[src/rtl/sertx_frame.sv]
module sertx_frame #(
  parameter int TICKS_PER_BIT = 16
) (
  input  logic       clk,
  input  logic       rst_n,
  input  logic       tick16,
  input  logic [5:0] line_cfg,
  input  logic [7:0] tx_data,
  input  logic       load,
  output logic       txd,
  output logic       busy
);
  localparam int SLOT_W = $clog2(2 * TICKS_PER_BIT);
  localparam logic [SLOT_W-1:0] LAST_ONE  = SLOT_W'(TICKS_PER_BIT - 1);
  localparam logic [SLOT_W-1:0] LAST_HALF = SLOT_W'((3 * TICKS_PER_BIT) / 2 - 1);
  localparam logic [SLOT_W-1:0] LAST_TWO  = SLOT_W'(2 * TICKS_PER_BIT - 1);

  typedef enum logic [2:0] {S_IDLE, S_START, S_DATA, S_PAR, S_STOP} phase_t;

  phase_t            phase;
  logic [SLOT_W-1:0] tcnt;
  logic [SLOT_W-1:0] stop_last;
  logic [2:0]        bitn;
  logic [2:0]        wlast;
  logic [7:0]        sh;
  logic              par_en;
  logic              par_bit;

  logic [7:0]        mask;
  logic              ones_odd;
  logic              par_new;
  logic [SLOT_W-1:0] stop_new;
  logic [SLOT_W-1:0] slot_last;
  logic              slot_end;
  logic              accept;

  assign mask     = 8'hFF >> (2'd3 - line_cfg[1:0]);
  assign ones_odd = ^(tx_data & mask);
  assign par_new  = line_cfg[5] ? ~line_cfg[4] : (line_cfg[4] ? ones_odd : ~ones_odd);
  assign stop_new = !line_cfg[2] ? LAST_ONE : (line_cfg[1:0] == 2'd0 ? LAST_HALF : LAST_TWO);

  assign busy      = (phase != S_IDLE);
  assign accept    = load && !busy;
  assign slot_last = (phase == S_STOP) ? stop_last : LAST_ONE;
  assign slot_end  = tick16 && busy && (tcnt == slot_last);

  always_comb begin
    case (phase)
      S_START: txd = 1'b0;
      S_DATA:  txd = sh[0];
      S_PAR:   txd = par_bit;
      default: txd = 1'b1;
    endcase
  end

  always_ff @(posedge clk or negedge rst_n) begin
    if (!rst_n) begin
      phase     <= S_IDLE;
      tcnt      <= '0;
      stop_last <= LAST_ONE;
      bitn      <= '0;
      wlast     <= 3'd4;
      sh        <= '0;
      par_en    <= 1'b0;
      par_bit   <= 1'b1;
    end else if (accept) begin
      phase     <= S_START;
      tcnt      <= '0;
      stop_last <= stop_new;
      bitn      <= '0;
      wlast     <= 3'd4 + {1'b0, line_cfg[1:0]};
      sh        <= tx_data;
      par_en    <= line_cfg[3];
      par_bit   <= par_new;
    end else if (tick16 && busy) begin
      if (!slot_end) begin
        tcnt <= tcnt + 1'b1;
      end else begin
        tcnt <= '0;
        case (phase)
          S_START: phase <= S_DATA;
          S_DATA: begin
            sh <= sh >> 1;
            if (bitn == wlast) phase <= par_en ? S_PAR : S_STOP;
            else bitn <= bitn + 1'b1;
          end
          S_PAR:   phase <= S_STOP;
          default: phase <= S_IDLE;
        endcase
      end
    end
  end
endmodule

[config.mk]
export PLATFORM = sky130hd
export DESIGN_NAME = sertx_frame
export DESIGN_NICKNAME = d
export VERILOG_FILES = /design/src/rtl/sertx_frame.sv
export SDC_FILE = /design/constraint.sdc
export NUM_CORES = 1
export LEC_CHECK = 0
export BUFFER_PORTS_ARGS = -buffer_cell sky130_fd_sc_hd__buf_4
export CORE_MARGIN = 1
export CORE_UTILIZATION = 45
export DETAILED_ROUTE_END_ITERATION = 10
export PLACE_DENSITY = 0.69
export SETUP_SLACK_MARGIN = 0.2
export SYNTH_ARGS = -nofsm -noshare
export SYNTH_HDL_FRONTEND = slang
export SYNTH_SLANG_ARGS = --single-unit
export TNS_END_PERCENT = 1
[constraint.sdc]
create_clock -name clk -period 5.4 [get_ports clk]
set_clock_uncertainty 0.15 [all_clocks]
set_input_delay 1.08 -clock clk [delete_from_list [all_inputs] [get_ports clk]]
set_output_delay 1.08 -clock clk [all_outputs]
set_load 0.01 [all_outputs]
==> impl_metrics.ini <==
[run]
timing.max_cap.violations = 0

[floorplanning]
placementRows = 20
core_sq_mm = 0.003028
die_area_sq_mm = 0.003381
ios = 20
die_w_microns = 58.15
dieHeight_microns = 58.15
initial_utilization_pct = 46.86

[critical_path]
slowest_delay_ps = 630
r2r_cells = 4
slowest_stage = dfrtp_1
worst_r2r_endpoint = sh[3]
arrival_ps = 1480
path_class = reg2out
ff2ff_setup_slack_ps = 3140
cp_num_buf_inv = 1
crit_path_end_kind = output port
worstPathCellList = nor3b_1, o21ai_0, buf_4
timing.rr.start = phase[1]
crit_cells = 3
crit_path_start_kind = register
crit_family = flip-flops
worstSetupStartpoint = phase[1]
required_ps = 4170
cp_max_fo = 11
crit_path_end = txd

[synthesis]
netlist_area_sq_mm = 0.001419
ys_ff_latch = 25
synth_ff_type = dfrtp_1
syn_nets = 163
yosysWarnings = 0
yosysSeqAreaShare_pct = 44.27
synth_edf_count = 0
synth_cells = 143
ys_types = 42
avgSynthCellArea_sq_um = 9.922
synthArstFlopShare_pct = 100.0

[cts]
clockRootBuffer = clkbuf_4
cts_htree_levels = 1
clock_sinks = 25
cts.clk_slew.worst_paths_ps = 150
postCtsSetupBuffers = 0
max-clock-path-buffers = 2
cts_made_buffers = 3
cts-hold-fix-buffers = 0
cts_tree = built
post_cts.resized_instances = 0
clock_latency_ps = 320

[pwr]
power.density_mw_per_mm2 = 352.1
p_leak_nw = 0.7329
power_uw = 570.9
vdd_drop_max_uv = 188.3

[sta]
tns_ps = 0
finalCritPeriodShare_pct = 50.14
hold_violations = 0
timing.final.max_slew_violations = 0
finalSetupViolations = 0
tightest_slew_ps = 620.0
period_needed_ps = 2708
slew_headroom_pct = 58.53
rsz0062_at_grt = false
clock.fmax_mhz = 369.3
timing.final.ws_setup_ps = 2692

[global_route]
first_global_vias = 1015
grt.met2_usage_pct = 29.06
use_met3_pct = 2.232
antenna_found_initial = 0
gr-total-overflow = 0
grt_first_pass_wirelength_mm = 4.574
top_usage_layer = met2
grt_util_met1_pct = 24.07
grt_max_degree = 26
grt_use_total_pct = 17.63

[layout]
antenna-diode-count = 0
layout.nets = 182
area_growth_pct = 14.29
drive_gt1_share_pct = 21.74
fillCellCount = 273

[route]
drt-initial-drc-count = 38
drc = 0
vias = 1074
via_per_inst = 5.239
drt-total-wl_mm = 2.685
firstDrtPassIters = 4
drtAntennaViolNets = 0
wl_per_cell_microns = 13.10

[place]
dp_hpwl_mm = 2.020
io_buffers = 19
gp_congestion = 0.7723
place_ws_ps = 2748

[run_status]
status = complete, no violations

[worst_hold_path]
holdCritPathClass = reg2reg
[placed cells by master (no fill, tap or decap), types with 3 or more instances in the layout]
cell type   n
nand2_1    26
dfrtp_1    23
buf_4      20
o21ai_0    12
mux2i_1     8
nor2_1      8
xnor2_1     7
a21oi_1     5
inv_1       4
nand3_1     4
xor2_1      3
clkbuf_4    3
[layer usage]
metal,routed length [microns],vias to the layer above
met4,10,0
li1,-,540
met2,1273,24
met1,1321,508
met5,0,-
met3,81,2
[how the worst min path moves through the flow]
stage | endpoint | slack [ps] | startpoint | cells after the start
3_5_place_dp | sh[2] | 320 | sh[2] | 2
6_report | par_bit | 350 | par_bit | 2
2_1_floorplan | stop_last[4] | 290 | stop_last[4] | 2
4_1_cts | par_bit | 350 | par_bit | 2
3_3_place_gp | stop_last[4] | 310 | stop_last[4] | 2
5_1_grt | par_bit | 360 | par_bit | 2
[flip-flops by register name, summed over array words and instances (netlist names)]
| name | count |
|---|---|
| stop_last | 2 |
| bitn | 3 |
| sh | 8 |
| par_en | 1 |
| phase | 3 |
| par_bit | 1 |
| wlast | 2 |
| tcnt | 5 |
[cells by family after synthesis]
| kind of cell | Yosys count | synth area share [%] |
|---|---|---|
| AOI/OAI and AO/OA | 30 | 14.11 |
| xor gates and xnor gates | 12 | 8.907 |
| adders and majority gates | 2 | 1.763 |
| buffers and inverters | 10 | 3.967 |
| DFF | 25 | 44.27 |
| muxes | 9 | 6.438 |
| and+or+nand+nor | 55 | 20.55 |
[area by class of cell]
type	instances	area, sq um	area share [%]
Timing Repair Buffer	20	150.1	9.259
Tap cell	44	55.05	3.395
Multi-Input combinational cell	108	743.2	45.83
Clock inverter	1	7.507	0.4630
Clock buffer	3	22.52	1.389
Inverter	4	15.01	0.9259
Sequential cell	25	628.1	38.73
[where the power goes]
group          switching [mW]  internal, mW  total (mW)
Sequential             0.0464         0.246       0.292
Clock                  0.0584        0.0282      0.0866
Combinational           0.100        0.0916       0.192
Total                   0.205         0.366       0.571
[synth_stat cells (2+ instances only)]
master,count,share of area [%]
a21oi_1,5,1.8
and2_1,2,0.88
and3_1,2,0.88
buf_2,3,1.1
buf_4,2,1.1
dfrtp_1,23,41
dfstp_2,2,3.7
ha_1,2,1.8
inv_1,4,1.1
mux2i_1,8,5.6
nand2_1,26,6.9
nand3_1,4,1.4
nand4_1,2,0.88
nor2_1,8,2.1
nor3b_1,2,1.1
o211ai_1,2,1.1
o21ai_0,12,4.2
o31a_1,2,1.2
xnor2_1,7,4.3
xor2_1,3,1.9
[tightest hold or removal path, cell delays in order (launching register included)]
cell	delay [ps]
dfstp_2	400
nand2_1	50
o31ai_1	60
[metrics by stage]
step	cells	hold WS (ps)	utilization, %	instance area (sq um)
floorplan	143	286.9	-	1419
global placement	201	311.6	52.56	1592
detailed placement	201	319.3	52.56	1592
CTS	205	351.5	53.55	1622
global route	205	358.8	53.55	1622
finish	205	347.8	53.55	1622
No activity file was read; power rests on OpenSTA's default activity.
